<file path="src/rtl/wdt_pkg.sv">
package wdt_pkg;
  localparam int IDX_W = 3;

  localparam logic [IDX_W-1:0] IDX_PRE1   = 3'd0;
  localparam logic [IDX_W-1:0] IDX_PRE2   = 3'd1;
  localparam logic [IDX_W-1:0] IDX_STATUS = 3'd2;
  localparam logic [IDX_W-1:0] IDX_RELOAD = 3'd3;
  localparam logic [IDX_W-1:0] IDX_CONFIG = 3'd4;
  localparam logic [IDX_W-1:0] IDX_COUNT  = 3'd5;

  localparam logic [7:0] KEY_ARM  = 8'h80;
  localparam logic [7:0] KEY_OPEN = 8'h86;

  typedef struct packed {
    logic lock;     // bit5
    logic smi_sel;  // bit4
    logic rst_en;   // bit3
    logic irq_en;   // bit2
    logic tick_ms;  // bit1
    logic enable;   // bit0
  } cfg_t;

  typedef enum logic [1:0] {KS_IDLE, KS_ARMED, KS_OPEN} key_state_e;
  typedef enum logic {ST_WARN, ST_FINAL} stage_e;
endpackage

</file>
<file path="src/rtl/wdt_prescaler.sv">
module wdt_prescaler #(
  parameter int CLKS_PER_US = 250,
  parameter int US_PER_MS   = 1000
) (
  input  logic clk,
  input  logic rst_n,
  input  logic restart,
  input  logic tick_ms,
  output logic tick
);
  localparam int UW = (CLKS_PER_US > 1) ? $clog2(CLKS_PER_US) : 1;
  localparam int MW = (US_PER_MS > 1) ? $clog2(US_PER_MS) : 1;

  logic us_tick;
  logic ms_tick;
  logic [MW-1:0] ms_cnt;

  generate
    if (CLKS_PER_US > 1) begin : g_us_div
      logic [UW-1:0] us_cnt;
      assign us_tick = (us_cnt == UW'(CLKS_PER_US - 1));
      always_ff @(posedge clk or negedge rst_n) begin
        if (!rst_n)       us_cnt <= '0;
        else if (restart) us_cnt <= '0;
        else if (us_tick) us_cnt <= '0;
        else              us_cnt <= us_cnt + 1'b1;
      end
    end else begin : g_us_direct
      assign us_tick = 1'b1;
    end
  endgenerate

  assign ms_tick = us_tick && (ms_cnt == MW'(US_PER_MS - 1));

  always_ff @(posedge clk or negedge rst_n) begin
    if (!rst_n)       ms_cnt <= '0;
    else if (restart) ms_cnt <= '0;
    else if (ms_tick) ms_cnt <= '0;
    else if (us_tick) ms_cnt <= ms_cnt + 1'b1;
  end

  assign tick = tick_ms ? ms_tick : us_tick;
endmodule

</file>
<file path="src/rtl/wdt_stage_counter.sv">
module wdt_stage_counter
  import wdt_pkg::*;
#(
  parameter int PRE_W = 20
) (
  input  logic             clk,
  input  logic             rst_n,
  input  logic             enable,
  input  logic             tick,
  input  logic             reload,
  input  logic [PRE_W-1:0] pre1,
  input  logic [PRE_W-1:0] pre2,
  output logic [PRE_W-1:0] count,
  output stage_e           stage,
  output logic             expire1,
  output logic             expire2
);
  logic expire;

  // A count of 0 or 1 ends the stage on the next tick, so preload 0 acts as 1.
  assign expire  = enable && !reload && tick && (count <= PRE_W'(1));
  assign expire1 = expire && (stage == ST_WARN);
  assign expire2 = expire && (stage == ST_FINAL);

  always_ff @(posedge clk or negedge rst_n) begin
    if (!rst_n) begin
      count <= '0;
      stage <= ST_WARN;
    end else if (!enable || reload) begin
      count <= pre1;
      stage <= ST_WARN;
    end else if (tick) begin
      if (expire1) begin
        count <= pre2;
        stage <= ST_FINAL;
      end else if (expire2) begin
        count <= pre1;
        stage <= ST_WARN;
      end else begin
        count <= count - 1'b1;
      end
    end
  end
endmodule

</file>
<file path="src/rtl/wdt_regbank.sv">
module wdt_regbank
  import wdt_pkg::*;
#(
  parameter int PRE_W = 20
) (
  input  logic             clk,
  input  logic             por_n,
  input  logic             sys_rst_n,
  input  logic             bus_wr,
  input  logic [IDX_W-1:0] bus_addr,
  input  logic [PRE_W-1:0] bus_wdata,
  output logic [PRE_W-1:0] bus_rdata,
  input  logic             expire1,
  input  logic             expire2,
  input  stage_e           stage,
  input  logic [PRE_W-1:0] count,
  output logic [PRE_W-1:0] pre1,
  output logic [PRE_W-1:0] pre2,
  output cfg_t             cfg,
  output logic             irq_flag,
  output logic             cause_flag,
  output logic             unlocked,
  output logic             reload
);
  key_state_e key_q;
  logic wr_key, key_arm, key_open, prot_ok, wr_status;

  assign wr_key    = bus_wr && (bus_addr == IDX_RELOAD);
  assign key_arm   = wr_key && (bus_wdata[7:0] == KEY_ARM);
  assign key_open  = wr_key && (bus_wdata[7:0] == KEY_OPEN) && (key_q == KS_ARMED);
  assign reload    = wr_key && !key_arm && !key_open;
  assign wr_status = bus_wr && (bus_addr == IDX_STATUS);
  assign unlocked  = (key_q == KS_OPEN);
  assign prot_ok   = unlocked && !cfg.lock;

  always_ff @(posedge clk or negedge sys_rst_n) begin
    if (!sys_rst_n)    key_q <= KS_IDLE;
    else if (bus_wr) begin
      if (key_arm)       key_q <= KS_ARMED;
      else if (key_open) key_q <= KS_OPEN;
      else               key_q <= KS_IDLE;
    end
  end

  // Settings live on the power-on domain so a watchdog reset keeps them.
  always_ff @(posedge clk or negedge por_n) begin
    if (!por_n) begin
      pre1 <= '0;
      pre2 <= '0;
      cfg  <= '0;
    end else if (bus_wr && prot_ok) begin
      case (bus_addr)
        IDX_PRE1:   pre1 <= bus_wdata;
        IDX_PRE2:   pre2 <= bus_wdata;
        IDX_CONFIG: cfg  <= cfg_t'(bus_wdata[5:0]);
        default: ;
      endcase
    end
  end

  always_ff @(posedge clk or negedge por_n) begin
    if (!por_n)                          cause_flag <= 1'b0;
    else if (expire2 && cfg.rst_en)      cause_flag <= 1'b1;
    else if (wr_status && bus_wdata[1])  cause_flag <= 1'b0;
  end

  always_ff @(posedge clk or negedge sys_rst_n) begin
    if (!sys_rst_n)                      irq_flag <= 1'b0;
    else if (expire1)                    irq_flag <= 1'b1;
    else if (reload)                     irq_flag <= 1'b0;
    else if (wr_status && bus_wdata[0])  irq_flag <= 1'b0;
  end

  always_comb begin
    bus_rdata = '0;
    case (bus_addr)
      IDX_PRE1:   bus_rdata = pre1;
      IDX_PRE2:   bus_rdata = pre2;
      IDX_STATUS: bus_rdata = {{(PRE_W-4){1'b0}}, unlocked, (stage == ST_FINAL),
                               cause_flag, irq_flag};
      IDX_CONFIG: bus_rdata = {{(PRE_W-6){1'b0}}, cfg};
      IDX_COUNT:  bus_rdata = count;
      default:    bus_rdata = '0;
    endcase
  end
endmodule

</file>
<file path="src/rtl/wdog_two_stage.sv">
module wdog_two_stage
  import wdt_pkg::*;
#(
  parameter int CLKS_PER_US = 250,
  parameter int US_PER_MS   = 1000,
  parameter int PRE_W       = 20
) (
  input  logic             clk,
  input  logic             por_n,
  input  logic             rst_n,
  input  logic             bus_wr,
  input  logic [IDX_W-1:0] bus_addr,
  input  logic [PRE_W-1:0] bus_wdata,
  output logic [PRE_W-1:0] bus_rdata,
  output logic             irq_out,
  output logic             smi_out,
  output logic             rst_req
);
  logic             sys_rst_n;
  logic             tick, reload, expire1, expire2;
  logic             irq_flag, cause_flag, unlocked;
  logic [PRE_W-1:0] pre1, pre2, count;
  cfg_t             cfg;
  stage_e           stage;

  assign sys_rst_n = rst_n && por_n;

  wdt_prescaler #(.CLKS_PER_US(CLKS_PER_US), .US_PER_MS(US_PER_MS)) u_presc (
    .clk     (clk),
    .rst_n   (sys_rst_n),
    .restart (reload || !cfg.enable),
    .tick_ms (cfg.tick_ms),
    .tick    (tick)
  );

  wdt_stage_counter #(.PRE_W(PRE_W)) u_cnt (
    .clk     (clk),
    .rst_n   (sys_rst_n),
    .enable  (cfg.enable),
    .tick    (tick),
    .reload  (reload),
    .pre1    (pre1),
    .pre2    (pre2),
    .count   (count),
    .stage   (stage),
    .expire1 (expire1),
    .expire2 (expire2)
  );

  wdt_regbank #(.PRE_W(PRE_W)) u_regs (
    .clk        (clk),
    .por_n      (por_n),
    .sys_rst_n  (sys_rst_n),
    .bus_wr     (bus_wr),
    .bus_addr   (bus_addr),
    .bus_wdata  (bus_wdata),
    .bus_rdata  (bus_rdata),
    .expire1    (expire1),
    .expire2    (expire2),
    .stage      (stage),
    .count      (count),
    .pre1       (pre1),
    .pre2       (pre2),
    .cfg        (cfg),
    .irq_flag   (irq_flag),
    .cause_flag (cause_flag),
    .unlocked   (unlocked),
    .reload     (reload)
  );

  assign irq_out = irq_flag && cfg.irq_en && !cfg.smi_sel;
  assign smi_out = irq_flag && cfg.irq_en && cfg.smi_sel;

  always_ff @(posedge clk or negedge sys_rst_n) begin
    if (!sys_rst_n) rst_req <= 1'b0;
    else            rst_req <= expire2 && cfg.rst_en;
  end
endmodule

</file>
<file path="config.mk">
export PLATFORM = sky130hd
export DESIGN_NAME = wdog_two_stage
export DESIGN_NICKNAME = d
export VERILOG_FILES = /design/src/rtl/wdt_pkg.sv /design/src/rtl/wdt_prescaler.sv /design/src/rtl/wdt_stage_counter.sv /design/src/rtl/wdt_regbank.sv /design/src/rtl/wdog_two_stage.sv
export SDC_FILE = /design/constraint.sdc
export NUM_CORES = 1
export LEC_CHECK = 0
export ABC_AREA = 1
export BUFFER_PORTS_ARGS = -buffer_cell sky130_fd_sc_hd__buf_2
export CAP_MARGIN = 5
export CORE_UTILIZATION = 25
export CTS_CLUSTER_DIAMETER = 60
export DETAILED_ROUTE_END_ITERATION = 8
export GPL_TIMING_DRIVEN = 0
export SLEW_MARGIN = 20
export SYNTH_ARGS = -nofsm -noshare
export SYNTH_HDL_FRONTEND = slang
export SYNTH_SLANG_ARGS = --single-unit
</file>
<file path="constraint.sdc">
create_clock -name clk -period 4.5 [get_ports clk]
set_input_delay 0 -clock clk [delete_from_list [all_inputs] [get_ports clk]]
set_output_delay 0 -clock clk [all_outputs]
set_load 0.01 [all_outputs]
</file>
==> flow_summary.yaml, run 1 <==
status:
  status: "finished, final reports clean"
sta:
  finalCriticalPeriod_ps: 2110
  timing.max_slew.rel_slack: 0.398
  period_share: 0.470
  worst_clock_skew_ps: 9.15
  tightestPinTransition_ps: 896
  max_freq_ghz: 0.473
  setup_tns_final_ps: 0
  slew_viol_final: 0
  grt_setup_unrepaired: "no"
  hold_violation_count_in_the_final_report: 0
  setup_viol: 0
global_route:
  grt_max_degree: 49
  grt.total_usage: 0.155
  global_route.overflow_total: 0
  antenna_found_initial: 0
  grt_pass1_vias: 5110
  global_route_wire_length_before_repair_um: 26600
clock_tree:
  tritoncts: "yes"
  post_cts.repair.setup_buffers: 0
  clock_root_cell: "sky130_fd_sc_hd__clkbuf_16"
  max-clock-path-buffers: 2
  worst_skew_pair.late_latency_ps: 360
  tritoncts.num_buffers: 9
  htree_num_levels: 3
  clk_pin_slew_worst_paths_ps: 70
  clock-sinks: 90
finish:
  final.fill_count: 2266
  final_core_utilization: 0.312
  fin_nets: 844
  proportion_of_layout_cells_with_a_drive_suffix_above_1: 0.131
  insertedDiodeCount: 0
  area_growth_pct: 21.5
  final_area_um2: 6600
placed_design:
  gp_congestion: 0.857
  detailed_place_hpwl_um: 12200
  port_buffers: 49
  placed_area_um2: 6040
power_and_ir_drop:
  comb_pwr_share: 0.044
  power.ir.vdd_worst_mv: 0.184
  p_leak_nw: 3.08
  switching_share: 0.229
  power.sequential.fraction: 0.464
  power_report.internal_total_mw: 1.34
  share_clk_of_total_power: 0.492
  power.net_switching_mw: 0.399
  power.density_nw_per_um2: 264
yosys:
  register_bit_total_from_synthesis: 90
  postSynthAreaPerCell_um2: 7.45
  sequential_cell_area_fraction_in_the_yosys_report: 0.414
  synth_top_flop_cell: "sky130_fd_sc_hd__dfrtp_1"
  synth.top_cells.by_count: "198 x sky130_fd_sc_hd__nand2_1, 99 x sky130_fd_sc_hd__inv_1, 90 x sky130_fd_sc_hd__dfrtp_1"
  ys_warn_count: 0
  mappedNetlistArea_um2: 5430
  ffs_w_async_s_r_synth: 1.00
  yosys.cell_count.top_type: "sky130_fd_sc_hd__nand2_1"
  synth_xor_area_frac: 0.0306
  yosys.cell_types.count: 39
  compound_cell_area_share_of_the_yosys_netlist: 0.157
  number_of_flops_mapped_to_enable_cells_by_yosys: 0
  post_synth_fa_ha_maj_area_fraction: 0.0115
  synth_mux_area_frac: 0.00184
  post_synth_main_area_contributors: "sky130_fd_sc_hd__dfrtp_1 41%, sky130_fd_sc_hd__nand2_1 14%, sky130_fd_sc_hd__inv_1 6.8%"
  main_combinational_cell_family_by_area_after_synthesis: "simple AND/OR/NAND/NOR gates"
  post_synth_and_or_nand_nor_area_fraction: 0.291
  synth.largest_area_cell: "sky130_fd_sc_hd__dfrtp_1"
  synth_nets: 761
  post-synth-top-area-fraction: 0.414
  postSynthCellCount: 729
floorplanning:
  die_x_um: 149
  core_um2: 21200
  initial_utilization: 0.257
  dieArea_um2: 22300
  pin_count: 50
  die_height_um: 149
  core.rowCount: 53
hold_path:
  min_path_type: "in2reg"
  min_delay_path_depth: 3
worst_setup_path:
  cp-end-kind: "flip-flop"
  cp_max_fo: 10
  crit_path_start_kind: "flip-flop"
  timing.critical_path.required_ps: 4750
  cp_data_arrival_time_ps: 2370
  r2r_setup_slack_ps: 2390
  timing_worst_setup_path_type: "reg2reg"
  worst-r2r-cell-count: 10
detailed_routing:
  num_vias: 5243
  drt_pre_antenna_iters: 5
  detail_route.wirelength_um: 16400
  drt_first_iter_violations: 561
  antenna_violating_nets_post_route: 0
  avgRoutedWirePerCell_um: 15.0
  post-route-drc-count: 0
  drt-vias-per-instance: 4.80
job:
  maxCapViolations: 0
-- power groups by stage --
stage          Clock, mW  Sequential [mW]  Combinational (mW)
4_1_cts            0.881            0.808              0.0781
3_5_place_dp           0            0.824              0.0633
3_3_place_gp           0            0.824              0.0607
5_1_grt            0.905            0.808              0.0858
6_report           0.859            0.808              0.0767
2_1_floorplan          0            0.824              0.0237
-- through the flow --
| stage | power, mW | std cells | worst slack (ps) | hold WS, ps |
|---|---|---|---|---|
| 4_1_cts | 1.77 | 1092 | 2390 | 1.51 |
| 3_5_place_dp | 0.887 | 1054 | 2400 | 37.1 |
| 3_3_place_gp | 0.885 | 1053 | 1710 | 256 |
| 5_1_grt | 1.80 | 1092 | 2210 | 50.7 |
| 6_report | 1.74 | 1092 | 2390 | 10.7 |
| 2_1_floorplan | 0.848 | 729 | 2770 | -296 |
-- repair_timing --
action | CTS | global route
gates resized for setup | 0 | 0
hold buffers | 22 | 0
endpoints found under the hold margin | 124 | 0
-- cell type report --
| cell class | count | area, µm² | area share |
|---|---|---|---|
| Inverter | 103 | 389 | 0.0589 |
| Clock inverter | 6 | 96.3 | 0.0146 |
| Tap cell | 275 | 344 | 0.0521 |
| Sequential cell | 90 | 2250 | 0.341 |
| Buffer | 25 | 120 | 0.0182 |
| Multi-Input combinational cell | 511 | 2670 | 0.405 |
| Timing Repair Buffer | 72 | 488 | 0.0739 |
| Clock buffer | 10 | 239 | 0.0362 |
-- metal layers --
metal  vias to the layer above  global-route usage  part of all wire
met5                         -                   0                 0
li1                       2566                   -                 -
met3                        34              0.0253             0.044
met4                         0              0.0694             0.027
met2                       166               0.258              0.48
met1                      2477               0.196              0.45
-- state kept, by name (all words and copies together), names as in the netlist --
signal,count
u_cnt.count,20
u_regs.pre1,20
u_regs.pre2,20
u_presc.ms_cnt,10
u_presc.g_us_div.us_cnt,8
u_regs.cfg,6
u_regs.key_q,2
rst_req,1
u_cnt.stage,1
u_regs.cause_flag,1
u_regs.irq_flag,1
-- cell families after synthesis --
logic type / count (synthesis)
AOI/OAI and AO/OA: 143
xor gates and xnor gates: 19
adders and majority gates: 5
buffers and inverters: 128
DFF: 90
muxes: 1
and+or+nand+nor: 343
-- placed cells by master, fill, tap and decap left out, types with 15 or more instances in the layout --
cell / Yosys / layout
sky130_fd_sc_hd__a22oi_1: 20 / 20
sky130_fd_sc_hd__dlygate4sd3_1: 0 / 22
sky130_fd_sc_hd__nor2_1: 47 / 47
sky130_fd_sc_hd__nand3_1: 40 / 40
sky130_fd_sc_hd__dfrtp_1: 90 / 90
sky130_fd_sc_hd__clkbuf_1: 16 / 16
sky130_fd_sc_hd__nand4_1: 15 / 15
sky130_fd_sc_hd__xor2_1: 17 / 17
sky130_fd_sc_hd__inv_1: 99 / 98
sky130_fd_sc_hd__o21ai_0: 62 / 62
sky130_fd_sc_hd__a21oi_1: 18 / 18
sky130_fd_sc_hd__buf_2: 6 / 54
sky130_fd_sc_hd__nand2_1: 198 / 198
-- worst paths after layout --
kind | from | endpoint
max in group asynchronous | por_n | u_cnt.count[17]
max | u_cnt.count[1] | u_cnt.count[14]
max reg2reg | u_cnt.count[1] | u_cnt.count[14]
min in group asynchronous | rst_n | u_cnt.count[4]
min reg2reg | u_regs.pre2[15] | u_regs.pre2[15]
min | bus_wdata[2] | u_regs.pre2[2]
-- worst max-delay path, cell delays in order, from the launching register on --
cell and delay [ps]:
sky130_fd_sc_hd__dfrtp_1 380, sky130_fd_sc_hd__inv_1 140, sky130_fd_sc_hd__ha_1 250, sky130_fd_sc_hd__o21ai_0 150
sky130_fd_sc_hd__nor2_2 170, sky130_fd_sc_hd__nand3_4 200, sky130_fd_sc_hd__inv_4 150, sky130_fd_sc_hd__buf_2 270
sky130_fd_sc_hd__a31oi_1 130, sky130_fd_sc_hd__nand2_1 110, sky130_fd_sc_hd__nand2_1 50
Note: power is estimated with default switching activity, not from simulation.
==> run 2: changes to the inputs <==
--- a/config.mk
+++ b/config.mk
@@ -5,7 +5,7 @@
 export SDC_FILE = /design/constraint.sdc
 export NUM_CORES = 1
 export LEC_CHECK = 0
-export ABC_AREA = 1
+export ABC_AREA = 0
 export BUFFER_PORTS_ARGS = -buffer_cell sky130_fd_sc_hd__buf_2
 export CAP_MARGIN = 5
 export CORE_UTILIZATION = 25
==> constraint.sdc (replaced) <==
create_clock -name clk -period 2.1 [get_ports clk]
set_input_delay 0 -clock clk [delete_from_list [all_inputs] [get_ports clk]]
set_output_delay 0 -clock clk [all_outputs]
set_load 0.01 [all_outputs]
==> run 2 against run 1 <==
  * The run now ends with setup timing left
  * Sequential share of layout area decreased by 2.6 points
  * Critical endpoint is now u_cnt.count[6]
  * Die area decreased by 5.5%
  * Core utilization increased by 4.2 points
  * Combinational power increased to 8.6 times the previous value
  * Sequential cell count unchanged
==> flow_summary.yaml, run 2 <==
status:
  status: "complete, but fails checks"
  violations_in_the_final_reports: "setup timing"
power_and_ir_drop:
  power.ir.vdd_worst_mv: 0.356
  power.density_nw_per_um2: 583
  p_leak_nw: 3.18
sta:
  grt_setup_unrepaired: "yes"
  max_freq_ghz: 0.446
  finalCriticalPeriod_ps: 2240
  slew_viol_final: 0
  worst_clock_skew_ps: 8.87
  setup_viol: 23
  timing.max_slew.rel_slack: 0.373
  period_share: 1.07
  hold_violation_count_in_the_final_report: 0
  setup_tns_final_ps: -2310
  tightestPinTransition_ps: 941
  setup_ws_post_layout_ps: -140
clock_tree:
  tritoncts.num_buffers: 9
  worst_skew_pair.late_latency_ps: 350
  clock_root_cell: "sky130_fd_sc_hd__clkbuf_16"
  clk_pin_slew_worst_paths_ps: 70
  htree_num_levels: 3
  tritoncts: "yes"
  clock-sinks: 90
  max-clock-path-buffers: 2
detailed_routing:
  drt_first_iter_violations: 469
  avgRoutedWirePerCell_um: 18.8
  post-route-drc-count: 0
  num_vias: 4826
  drt_pre_antenna_iters: 5
  detail_route.wirelength_um: 17200
  antenna_violating_nets_post_route: 0
  drt-vias-per-instance: 5.30
yosys:
  post-synth-top-area-fraction: 0.439
  synth_top_flop_cell: "sky130_fd_sc_hd__dfrtp_1"
  synth.largest_area_cell: "sky130_fd_sc_hd__dfrtp_1"
  ffs_w_async_s_r_synth: 1.00
  synth_nets: 541
  mappedNetlistArea_um2: 5130
  sequential_cell_area_fraction_in_the_yosys_report: 0.439
  ys_warn_count: 0
  post_synth_main_area_contributors: "sky130_fd_sc_hd__dfrtp_1 44%, sky130_fd_sc_hd__mux2_2 9.4%, sky130_fd_sc_hd__nor2_1 4.9%"
  yosys.cell_count.top_type: "sky130_fd_sc_hd__dfrtp_1"
  register_bit_total_from_synthesis: 90
  postSynthCellCount: 509
  postSynthAreaPerCell_um2: 10.1
  number_of_flops_mapped_to_enable_cells_by_yosys: 0
  yosys.cell_types.count: 63
  synth.top_cells.by_count: "90 x sky130_fd_sc_hd__dfrtp_1, 67 x sky130_fd_sc_hd__nor2_1, 43 x sky130_fd_sc_hd__mux2_2"
floorplanning:
  initial_utilization: 0.254
  dieArea_um2: 21100
  pin_count: 50
  die_height_um: 145
  die_x_um: 145
  core_um2: 20200
  core.rowCount: 52
worst_setup_path:
  cp-end-kind: "flip-flop"
  path_common_cell: "sky130_fd_sc_hd__buf_6"
  worstPathCellList: "nand4b_1, a2111oi_4, o21a_1, buf_6, o21ai_4, buf_6, a221o_1"
  critical_path.n_buffers_inverters: 2
  timing_worst_setup_path_type: "reg2reg"
  worst-r2r-cell-count: 7
  worst_path_max_delay_cell: "sky130_fd_sc_hd__a2111oi_4"
  cp_max_fo: 6
  timing.rr.start: "u_regs.key_q[1]"
  r2r_setup_slack_ps: -140
  cp_data_arrival_time_ps: 2470
  worst_path_largest_cell_delay_ps: 510
  reg_to_reg_critical_path_endpoint: "u_cnt.count[6]"
  timing.critical_path.required_ps: 2330
  crit_family: "compound AO/OA/AOI/OAI gates"
  crit_path_start_kind: "flip-flop"
hold_path:
  min_path_type: "in2reg"
  min_delay_path_depth: 3
  timing.hold.worst.start: "bus_wdata[1]"
  worstHoldEndpoint: "u_regs.cause_flag"
global_route:
  global_route.overflow_total: 0
  grt_pass1_vias: 4829
  grt.total_usage: 0.161
  global_route_wire_length_before_repair_um: 26700
  grt_max_degree: 49
  antenna_found_initial: 0
finish:
  insertedDiodeCount: 0
  largestRegisters: "u_cnt.count (20), u_regs.pre1 (20), u_regs.pre2 (20)"
  proportion_of_layout_cells_with_a_drive_suffix_above_1: 0.379
  layout_common_cells: "86 x sky130_fd_sc_hd__dfrtp_1, 62 x sky130_fd_sc_hd__nor2_1, 49 x sky130_fd_sc_hd__buf_2"
  final.fill_count: 2011
  most_common_cell_after_layout_fill_and_taps_aside: "sky130_fd_sc_hd__dfrtp_1"
  final_area_um2: 7150
  fin_nets: 668
  area_growth_pct: 39.4
placed_design:
  place_ws_ps: -352
  detailed_place_hpwl_um: 11000
  gp_congestion: 0.840
  placed_area_um2: 5770
  port_buffers: 49
job:
  maxCapViolations: 0
-- run 2: cell types whose count changed in the layout (fill, tap and decap cells not counted), sizes merged, moves of 8 or more --
cell and delta:
inv -94, nand4 -8, o21ai -47, nand2 -170, a22oi -13, buf +47
mux2i +17, mux2 +43, nand3 -22
-- run 2: worst min-delay path, stage by stage --
cell,delay (ps)
sky130_fd_sc_hd__buf_2,120
sky130_fd_sc_hd__nand4_1,90
sky130_fd_sc_hd__a21o_1,110
-- run 2: where the power goes --
| part | leakage (nW) | internal, mW | total, mW | switching, mW |
|---|---|---|---|---|
| Clock | 0.152 | 1.02 | 1.72 | 0.700 |
| Combinational | 1.79 | 0.302 | 0.657 | 0.355 |
| Sequential | 1.24 | 1.76 | 1.79 | 0.0324 |
| Total | 3.18 | 3.08 | 4.17 | 1.09 |
-- run 2: routing by layer --
metal | vias up | GRT usage | part of all wire
met5 | - | 0 | 0
met4 | 0 | 0.0674 | 0.033
met3 | 52 | 0.0340 | 0.070
met2 | 219 | 0.261 | 0.48
met1 | 2420 | 0.207 | 0.42
li1 | 2135 | - | -
-- run 2: cells by family (layout without fill, tap and decap cells) --
logic type               after synthesis  after routing  synth area share
AO/OA/AOI/OAI                        106            106             0.150
XOR/XNOR                              27             27            0.0461
adder cells (fa/ha/maj)                5              5            0.0122
buffers and inverters                 41            173            0.0354
flip-flops                            90             90             0.439
multiplexers                          66             66             0.151
AND/OR/NAND/NOR                      174            174             0.166
-- run 2: worst max-delay path by stage --
| stage | startpoint | end | slack, ps | cells after the start |
|---|---|---|---|---|
| final | u_regs.key_q[1] | u_cnt.count[6] | -140 | 7 |
| after detailed placement | u_presc.ms_cnt[0] | u_cnt.count[3] | -350 | 7 |
| after global routing | u_regs.key_q[1] | u_regs.irq_flag | -200 | 6 |
| after global placement | por_n | u_cnt.count[10] | -1030 | 2 |
| after CTS | u_presc.ms_cnt[3] | u_cnt.count[16] | -90 | 8 |
| after floorplan | u_cnt.count[10] | u_cnt.count[3] | 30 | 6 |
-- run 2: area by class of cell --
type	instances	area, µm²	share of cell area
Clock inverter	3	46.3	0.00647
Sequential cell	90	2260	0.316
Inverter	11	41.3	0.00577
Timing Repair Buffer	119	960	0.134
Buffer	27	188	0.0262
Tap cell	270	338	0.0472
Multi-Input combinational cell	378	3050	0.427
Clock buffer	13	270	0.0378
-- run 2: repair_timing --
item | 4_1_cts | 5_1_grt
gates cloned | 5 | 0
gates resized for setup | 81 | 30
hold buffers | 21 | 0
endpoints found under the setup margin | 39 | 25
pin swaps | 24 | 26
endpoints found under the hold margin | 106 | 0
buffers inserted | 29 | 14
-- run 2: metrics by stage --
stage,power [mW],hold slack (ps),utilization,cells
CTS,4.13,10.8,0.343,897
global placement,2.23,249,0.285,828
detailed placement,2.24,77.1,0.286,829
floorplan,2.08,-296,-,509
finish,4.17,12.3,0.355,911
global route,4.31,30.0,0.355,911
